### src/rtl/pst_pkg.sv
// Shared constants and types for the power-up self-test sequencer.
// Assumes a 22-bit physical address space and one bus master.
package pst_pkg;

    localparam int ADDR_W  = 22;
    localparam int N_IND   = 3;
    localparam int N_PROBE = 5;

    localparam logic [ADDR_W-1:0] ADR_FAULT_REG = 22'o17777766;
    localparam logic [ADDR_W-1:0] ADR_MEM_ZERO  = 22'o0;
    localparam logic [ADDR_W-1:0] ADR_NO_SLAVE  = 22'o17777700;
    localparam logic [ADDR_W-1:0] ADR_CONS_STAT = 22'o17777560;

    // Lamp groups; the numeric order is the order in which groups are tested.
    typedef enum logic [1:0] {
        IND_CORE = 2'd0,
        IND_MEM  = 2'd1,
        IND_CONS = 2'd2
    } ind_e;

    typedef enum logic [1:0] {
        SQ_LAUNCH = 2'd0,
        SQ_WAIT   = 2'd1,
        SQ_STOP   = 2'd2
    } sq_e;

    typedef struct packed {
        logic [ADDR_W-1:0] addr;
        logic              wr;        // probe is a write
        logic              want_tmo;  // probe passes only on timeout
        logic              chk_rd;    // compare read data with the written pattern
        ind_e              ind;       // lamp group the probe belongs to
        logic              closes;    // last probe of its group
    } probe_t;

    // Describe probe number idx of the fixed test program.
    function automatic probe_t probe_at(input logic [2:0] idx);
        probe_t p;
        p = '{addr: ADR_FAULT_REG, wr: 1'b1, want_tmo: 1'b0, chk_rd: 1'b0,
              ind: IND_CORE, closes: 1'b0};
        case (idx)
            3'd1: begin
                p.wr     = 1'b0;
                p.chk_rd = 1'b1;
                p.closes = 1'b1;
            end
            3'd2: begin
                p.addr = ADR_MEM_ZERO;
                p.wr   = 1'b0;
                p.ind  = IND_MEM;
            end
            3'd3: begin
                p.addr     = ADR_NO_SLAVE;
                p.wr       = 1'b0;
                p.want_tmo = 1'b1;
                p.ind      = IND_MEM;
                p.closes   = 1'b1;
            end
            3'd4: begin
                p.addr   = ADR_CONS_STAT;
                p.wr     = 1'b0;
                p.ind    = IND_CONS;
                p.closes = 1'b1;
            end
            default: ;
        endcase
        return p;
    endfunction

endpackage

### src/rtl/pst_bus_master.sv
// Single-access bus master with a timeout.
// A go pulse while idle starts one access. The request is held until
// acknowledge or until TIMEOUT_CYC request cycles have gone by without one.
// Assumes go is only asserted while no access is in flight.
module pst_bus_master
    import pst_pkg::*;
#(
    parameter int DATA_W      = 16,
    parameter int TIMEOUT_CYC = 64
) (
    input  logic              clk,
    input  logic              rst_n,
    input  logic              go,
    input  logic              go_we,
    input  logic [ADDR_W-1:0] go_addr,
    input  logic [DATA_W-1:0] go_wdata,
    output logic              bus_req,
    output logic              bus_we,
    output logic [ADDR_W-1:0] bus_addr,
    output logic [DATA_W-1:0] bus_wdata,
    input  logic              bus_ack,
    input  logic [DATA_W-1:0] bus_rdata,
    output logic              fin,
    output logic              fin_tmo,
    output logic [DATA_W-1:0] fin_rdata
);

    localparam int               CNT_W = $clog2(TIMEOUT_CYC + 1);
    localparam logic [CNT_W-1:0] LIMIT = CNT_W'(TIMEOUT_CYC - 1);

    logic [CNT_W-1:0] wait_cnt;

    // Start, hold and end one access; report how it ended.
    always_ff @(posedge clk) begin
        if (!rst_n) begin
            bus_req   <= 1'b0;
            bus_we    <= 1'b0;
            bus_addr  <= '0;
            bus_wdata <= '0;
            wait_cnt  <= '0;
            fin       <= 1'b0;
            fin_tmo   <= 1'b0;
            fin_rdata <= '0;
        end else begin
            fin <= 1'b0;
            if (go && !bus_req) begin
                bus_req   <= 1'b1;
                bus_we    <= go_we;
                bus_addr  <= go_addr;
                bus_wdata <= go_wdata;
                wait_cnt  <= '0;
            end else if (bus_req) begin
                if (bus_ack) begin
                    bus_req   <= 1'b0;
                    fin       <= 1'b1;
                    fin_tmo   <= 1'b0;
                    fin_rdata <= bus_rdata;
                end else if (wait_cnt == LIMIT) begin
                    bus_req <= 1'b0;
                    fin     <= 1'b1;
                    fin_tmo <= 1'b1;
                end else begin
                    wait_cnt <= wait_cnt + 1'b1;
                end
            end
        end
    end

    AST_HOLD_ACCESS: assert property (@(posedge clk) disable iff (!rst_n)
        (bus_req && $past(bus_req)) |-> ($stable(bus_addr) && $stable(bus_we) && $stable(bus_wdata)))
        else $error("access fields changed while request held");

    AST_ACK_RELEASES: assert property (@(posedge clk) disable iff (!rst_n)
        (bus_req && bus_ack) |=> !bus_req)
        else $error("request still high after acknowledge");

    AST_NO_OVERLAP: assert property (@(posedge clk) disable iff (!rst_n)
        go |-> !bus_req)
        else $error("new access requested while one is in flight");

    AST_TMO_WITHOUT_ACK: assert property (@(posedge clk) disable iff (!rst_n)
        (fin && fin_tmo) |-> !$past(bus_ack))
        else $error("timeout reported although acknowledge was sampled");

endmodule

### src/rtl/pst_sequencer.sv
// Test program sequencer: steps through the probes, judges each result
// against what the probe expects, clears lamps, and ends with done/pass.
// Assumes one result pulse (fin) per launched probe from the bus master.
module pst_sequencer
    import pst_pkg::*;
#(
    parameter int                DATA_W    = 16,
    parameter logic [DATA_W-1:0] CER_WDATA = '0,
    parameter logic [DATA_W-1:0] RDBK_MASK = '1
) (
    input  logic              clk,
    input  logic              rst_n,
    output logic              go,
    output logic              go_we,
    output logic [ADDR_W-1:0] go_addr,
    output logic [DATA_W-1:0] go_wdata,
    input  logic              fin,
    input  logic              fin_tmo,
    input  logic [DATA_W-1:0] fin_rdata,
    output logic              clr,
    output ind_e              clr_ind,
    output logic              done,
    output logic              pass
);

    localparam logic [2:0] LAST_STEP = 3'(N_PROBE - 1);

    sq_e        state;
    logic [2:0] step;
    probe_t     cur;
    logic       rd_ok;
    logic       verdict;

    // Decode the current probe and judge the returned result.
    always_comb begin
        cur      = probe_at(step);
        go       = (state == SQ_LAUNCH);
        go_we    = cur.wr;
        go_addr  = cur.addr;
        go_wdata = CER_WDATA;
        rd_ok    = !cur.chk_rd || (((fin_rdata ^ CER_WDATA) & RDBK_MASK) == '0);
        verdict  = (fin_tmo == cur.want_tmo) && rd_ok;
    end

    // Step through the program, stop at the first wrong result.
    always_ff @(posedge clk) begin
        if (!rst_n) begin
            state   <= SQ_LAUNCH;
            step    <= '0;
            clr     <= 1'b0;
            clr_ind <= IND_CORE;
            done    <= 1'b0;
            pass    <= 1'b0;
        end else begin
            done <= 1'b0;
            clr  <= 1'b0;
            case (state)
                SQ_LAUNCH: state <= SQ_WAIT;
                SQ_WAIT: begin
                    if (fin) begin
                        if (!verdict) begin
                            done  <= 1'b1;
                            state <= SQ_STOP;
                        end else begin
                            if (cur.closes) begin
                                clr     <= 1'b1;
                                clr_ind <= cur.ind;
                            end
                            if (step == LAST_STEP) begin
                                done  <= 1'b1;
                                pass  <= 1'b1;
                                state <= SQ_STOP;
                            end else begin
                                step  <= step + 1'b1;
                                state <= SQ_LAUNCH;
                            end
                        end
                    end
                end
                default: state <= SQ_STOP;
            endcase
        end
    end

    AST_DONE_ONE_CYCLE: assert property (@(posedge clk) disable iff (!rst_n)
        done |=> !done)
        else $error("done held longer than one cycle");

    AST_STOP_SILENT: assert property (@(posedge clk) disable iff (!rst_n)
        (state == SQ_STOP) |-> !go)
        else $error("probe launched after the sequence ended");

    AST_DONE_AFTER_RESULT: assert property (@(posedge clk) disable iff (!rst_n)
        done |-> $past(fin))
        else $error("done without a preceding bus result");

endmodule

### src/rtl/pst_led_bank.sv
// Lamp register: the group lamps are lit at reset and each is cleared by a
// pulse naming its group. The debug lamp is a registered copy of the
// debug-mode input. Assumes at most one clear per cycle.
module pst_led_bank
    import pst_pkg::*;
(
    input  logic             clk,
    input  logic             rst_n,
    input  logic             clr,
    input  ind_e             clr_ind,
    input  logic             dbg_in,
    output logic [N_IND-1:0] leds,
    output logic             led_dbg
);

    // One lamp per group, dark once its group is cleared.
    for (genvar g = 0; g < N_IND; g++) begin : g_lamp
        always_ff @(posedge clk) begin
            if (!rst_n) begin
                leds[g] <= 1'b1;
            end else if (clr && (clr_ind == ind_e'(g))) begin
                leds[g] <= 1'b0;
            end
        end

        AST_LAMP_NO_RELIGHT: assert property (@(posedge clk) disable iff (!rst_n)
            !leds[g] |=> !leds[g])
            else $error("group lamp lit again without reset");
    end

    // Debug lamp follows the mode input one cycle later.
    always_ff @(posedge clk) begin
        if (!rst_n) begin
            led_dbg <= 1'b0;
        end else begin
            led_dbg <= dbg_in;
        end
    end

    AST_DBG_FOLLOWS: assert property (@(posedge clk) disable iff (!rst_n)
        $past(rst_n) |-> (led_dbg == $past(dbg_in)))
        else $error("debug lamp does not follow debug input");

endmodule

### src/rtl/selftest_led_seq.sv
// Top of the power-up self-test: bus master, test sequencer and lamp bank.
// The test starts by itself when reset is released and runs once per reset.
// Assumes this block is the only master on the probe bus.
module selftest_led_seq
    import pst_pkg::*;
#(
    parameter int                DATA_W      = 16,
    parameter int                TIMEOUT_CYC = 64,
    parameter logic [DATA_W-1:0] CER_WDATA   = '0,
    parameter logic [DATA_W-1:0] RDBK_MASK   = '1
) (
    input  logic              clk,
    input  logic              rst_n,
    input  logic              dbg_mode,
    output logic              bus_req,
    output logic              bus_we,
    output logic [ADDR_W-1:0] bus_addr,
    output logic [DATA_W-1:0] bus_wdata,
    input  logic              bus_ack,
    input  logic [DATA_W-1:0] bus_rdata,
    output logic              led_dbg,
    output logic              led_core,
    output logic              led_cons,
    output logic              led_mem,
    output logic              done,
    output logic              pass
);

    logic              go;
    logic              go_we;
    logic [ADDR_W-1:0] go_addr;
    logic [DATA_W-1:0] go_wdata;
    logic              fin;
    logic              fin_tmo;
    logic [DATA_W-1:0] fin_rdata;
    logic              clr;
    ind_e              clr_ind;
    logic [N_IND-1:0]  leds;

    pst_bus_master #(
        .DATA_W      (DATA_W),
        .TIMEOUT_CYC (TIMEOUT_CYC)
    ) u_master (
        .clk       (clk),
        .rst_n     (rst_n),
        .go        (go),
        .go_we     (go_we),
        .go_addr   (go_addr),
        .go_wdata  (go_wdata),
        .bus_req   (bus_req),
        .bus_we    (bus_we),
        .bus_addr  (bus_addr),
        .bus_wdata (bus_wdata),
        .bus_ack   (bus_ack),
        .bus_rdata (bus_rdata),
        .fin       (fin),
        .fin_tmo   (fin_tmo),
        .fin_rdata (fin_rdata)
    );

    pst_sequencer #(
        .DATA_W    (DATA_W),
        .CER_WDATA (CER_WDATA),
        .RDBK_MASK (RDBK_MASK)
    ) u_seq (
        .clk       (clk),
        .rst_n     (rst_n),
        .go        (go),
        .go_we     (go_we),
        .go_addr   (go_addr),
        .go_wdata  (go_wdata),
        .fin       (fin),
        .fin_tmo   (fin_tmo),
        .fin_rdata (fin_rdata),
        .clr       (clr),
        .clr_ind   (clr_ind),
        .done      (done),
        .pass      (pass)
    );

    pst_led_bank u_leds (
        .clk     (clk),
        .rst_n   (rst_n),
        .clr     (clr),
        .clr_ind (clr_ind),
        .dbg_in  (dbg_mode),
        .leds    (leds),
        .led_dbg (led_dbg)
    );

    // Map the group lamps onto named outputs.
    always_comb begin
        led_core = leds[IND_CORE];
        led_mem  = leds[IND_MEM];
        led_cons = leds[IND_CONS];
    end

    AST_PASS_ALL_DARK: assert property (@(posedge clk) disable iff (!rst_n)
        $past(pass) |-> (leds == '0))
        else $error("pass reported while a group lamp is lit");

    AST_IDLE_AFTER_DONE: assert property (@(posedge clk) disable iff (!rst_n)
        done |-> !bus_req)
        else $error("bus active when the sequence ended");

endmodule

### config.mk
export PLATFORM = sky130hd
export DESIGN_NAME = selftest_led_seq
export DESIGN_NICKNAME = d
export VERILOG_FILES = /design/src/rtl/pst_pkg.sv /design/src/rtl/pst_bus_master.sv /design/src/rtl/pst_sequencer.sv /design/src/rtl/pst_led_bank.sv /design/src/rtl/selftest_led_seq.sv
export SDC_FILE = /design/constraint.sdc
export NUM_CORES = 1
export LEC_CHECK = 0
export BUFFER_PORTS_ARGS = -buffer_cell sky130_fd_sc_hd__buf_4
export CORE_MARGIN = 2
export CORE_UTILIZATION = 60
export CTS_BUF_LIST = sky130_fd_sc_hd__clkbuf_8
export DETAILED_ROUTE_END_ITERATION = 7
export PLACE_DENSITY_LB_ADDON = 0.2
export RECOVER_POWER = 100
export SYNTH_ARGS = -nofsm -noshare
export SYNTH_HDL_FRONTEND = slang
export SYNTH_HIERARCHICAL = 1
export SYNTH_SLANG_ARGS = --single-unit
### constraint.sdc
create_clock -name clk -period 3.3 [get_ports clk]
set_input_delay 0.66 -clock clk [delete_from_list [all_inputs] [get_ports clk]]
set_output_delay 0.66 -clock clk [all_outputs]
set_load 0.05 [all_outputs]
==> run_results.csv <==
group,metric,value,unit
final_layout,layoutNonFillerInstCount,525,
final_layout,diodes,0,
clock_network,cts.htree.levels,3,
clock_network,tritoncts,"done",
synthesis,syn_area_per_cell,8.65,µm²
final_layout,nets,472,
timing,rsz0062_at_grt,"false",
setup_path,crit_path_max_fanout,40,
floorplanning,fp.dieArea,6620,µm²
synthesis,synth_area_leaders,"dfxtp_1 44%, nand2_1 13%, a21boi_0 9.6%",
synthesis,synthFlopType,"dfxtp_1",
clock_network,cts.path.max_buffers,2,
synthesis,syn_area,3590,µm²
drt,drt-pass1-iter-count,4,
clock_network,cts_made_buffers,9,
placement,io_buffer_count,65,
power_and_ir_drop,ir_drop,319,µV
clock_network,cts.repair.resized,0,
synthesis,synthTopCellsByCount,"121 x nand2_1, 79 x dfxtp_1, 46 x a21boi_0",
timing,finalSetupViolCount,0,
global_route,grt-ovfl-total,0,
timing,report.final.slew_viol_count,41,
synthesis,yosysMostFrequentCell,"nand2_1",
floorplanning,start_util,61.4,%
run,cap_viol_max_count,1,
synthesis,ys_seq_area_share,44.1,%
synthesis,synth_edf_count,0,
setup_path,arrival,2.61,ns
setup_path,cp.required,3.56,ns
drt,vias_per_cell,5.02,
worst_hold_path,hold_class,"register to register",
drt,drt-initial-drc-count,121,
clock_network,ctsRootBufferMaster,"clkbuf_8",
timing,fin_skew,0.0107,ns
drt,wire_per_inst,12.3,µm
synthesis,netlist.area_leader.share,44.1,%
run_status,status,"complete, but fails checks",
floorplanning,die_y,81.4,µm
synthesis,yosysTopAreaCell,"dfxtp_1",
timing,timing.setup.tns,0,ns
placement,dp_cells,510,
drt,drc,0,
clock_network,clkLatencyLatePin,0.34,ns
floorplanning,core_area,5850,µm²
global_route,grt_pass1_vias,2525,
setup_path,worstSetupStartpointType,"register",
synthesis,synth_seq_cells,79,
setup_path,rrSetupSlack,0.95,ns
global_route,grt_use_total,21.1,%
setup_path,cp-end-kind,"register",
power_and_ir_drop,power_leakage,1.53,nW
synthesis,synthArstFlopShare,0,%
drt,ant_nets,0,
synthesis,ys_types,45,
run_status,violations,"capacitance limit, slew limit",
setup_path,crit_type,"register to register",
global_route,grt_pass1_wl,10.8,mm
timing,hold_viol_final,0,
floorplanning,ioPinCount,66,
clock_network,post_cts_buffers,0,
power_and_ir_drop,cellPowerDensity,549,nW/µm²
timing,max_clock_freq,425,MHz
synthesis,netlist_instances,415,
timing,max_slew_margin,-9.16,%
clock_network,clock-sinks,79,
synthesis,ys.warnings.count,6,
timing,worst_pin_slew,1.63,ns
global_route,grt_antenna_before_repair,0,
drt,routed_wl,6.48,mm
floorplanning,die_x,81.4,µm
placement,dp_hpwl,4.10,mm
final_layout,fin_util,65.4,%
final_layout,nFillCells,534,
clock_network,path_clk_slew,0.08,ns
floorplanning,core.rowCount,28,
clock_network,cts-hold-fix-buffers,0,
global_route,grt_max_degree,85,
final_layout,syn2layout_area_growth,6.66,%
timing,period_share,71.3,%
timing,min_period,2.35,ns
final_layout,drive_gt1_share,9.78,%
drt,vias,2634,
placement,place.gp.congestion,0.868,
-- stage by stage --
stage / hold WS, ns / cell area, µm² / power, W / worst slack (ns)
floorplan: 0.425 / 3650 / 0.00131 / 1.45
global placement: 0.437 / 3810 / 0.00139 / 1.41
detailed placement: 0.447 / 3810 / 0.00139 / 1.35
CTS: 0.458 / 4020 / 0.00216 / 1.34
global route: 0.470 / 3830 / 0.00220 / 0.683
finish: 0.462 / 3830 / 0.00210 / 0.946
-- final timing paths --
kind | startpoint | to | cells after the start
setup / recovery | u_seq/state[1]$_SDFFE_PN0P_ | u_master/bus_addr[21]$_SDFFE_PN0P_ | 4
hold reg to reg | u_master/fin$_SDFF_PP0_ | u_seq/state[0]$_SDFFE_PN0P_ | 1
hold / removal | u_master/fin$_SDFF_PP0_ | u_seq/state[0]$_SDFFE_PN0P_ | 1
setup reg to reg | u_seq/state[1]$_SDFFE_PN0P_ | u_master/bus_addr[21]$_SDFFE_PN0P_ | 4
-- cell families (layout without fill, tap and decap cells) --
family | Yosys count | count (layout) | share of synthesized area, %
AO/OA/AOI/OAI | 79 | 79 | 17.3
XOR/XNOR | 1 | 1 | 0.244
adder cells (fa/ha/maj) | 6 | 6 | 2.09
buffers and inverters | 69 | 87 | 12.8
flip-flops | 79 | 79 | 44.1
multiplexers | 7 | 7 | 1.95
other | 1 | 18 | 0.104
AND/OR/NAND/NOR | 173 | 173 | 21.5
-- area by class of cell --
class                   count  area, µm²  share of cell area, %
multi-input cells         284       1600                   41.9
flip-flops and latches     79       1580                   41.3
repair buffers             65        313                   8.17
clock buffers              10        138                   3.59
well taps                  75       93.8                   2.45
clock inverters             5       73.8                   1.93
inverters                   7       26.3                  0.686
-- power breakdown --
part | switching (W) | total [W] | internal (W)
registers | 0.0000267 | 0.00103 | 0.00100
logic | 0.000233 | 0.000308 | 0.0000756
clock network | 0.000329 | 0.000766 | 0.000437
total | 0.000588 | 0.00210 | 0.00151
-- sequential cells by signal (all words and copies together), names as in the netlist, 2 cells and up --
name and count:
u_seq/state 2, u_master/wait_cnt 7, u_master/bus_wdata 16, u_master/fin_rdata 16, u_leds/leds 3, u_seq/clr_ind 2
u_seq/step 3, u_master/bus_addr 22
-- cell usage in the layout (no fill, tap or decap), types with 3 or more instances in the layout --
cell / Yosys / layout
clkbuf_8: 0 / 10
nor4_1: 4 / 4
conb_1: 1 / 18
dfxtp_1: 79 / 79
clkbuf_1: 7 / 46
o21a_1: 3 / 3
buf_4: 42 / 18
nor2_1: 10 / 10
and2_1: 4 / 3
nand3b_1: 4 / 4
a21oi_1: 3 / 3
nand2_1: 121 / 122
a211oi_1: 2 / 3
nand2b_1: 5 / 5
a21boi_0: 46 / 56
nand3_1: 7 / 7
ha_1: 6 / 6
a211oi_2: 4 / 3
or3_1: 3 / 3
o21ai_0: 1 / 3
inv_1: 7 / 8
mux2i_1: 7 / 7
-- routing by layer --
metal | share of wire [%] | global-route usage [%]
met5 | 0 | 0
met4 | 1.4 | 10.2
met3 | 4.5 | 4.11
met2 | 48 | 36.5
met1 | 46 | 24.9
-- worst max-delay path, cell delays in order (launching register included) --
cell      delay, ns
dfxtp_1        0.34
nor2_1         0.23
nor2b_2        1.32
nand2_1        0.14
a21boi_0       0.24
No activity file was read; power rests on OpenSTA's default activity.
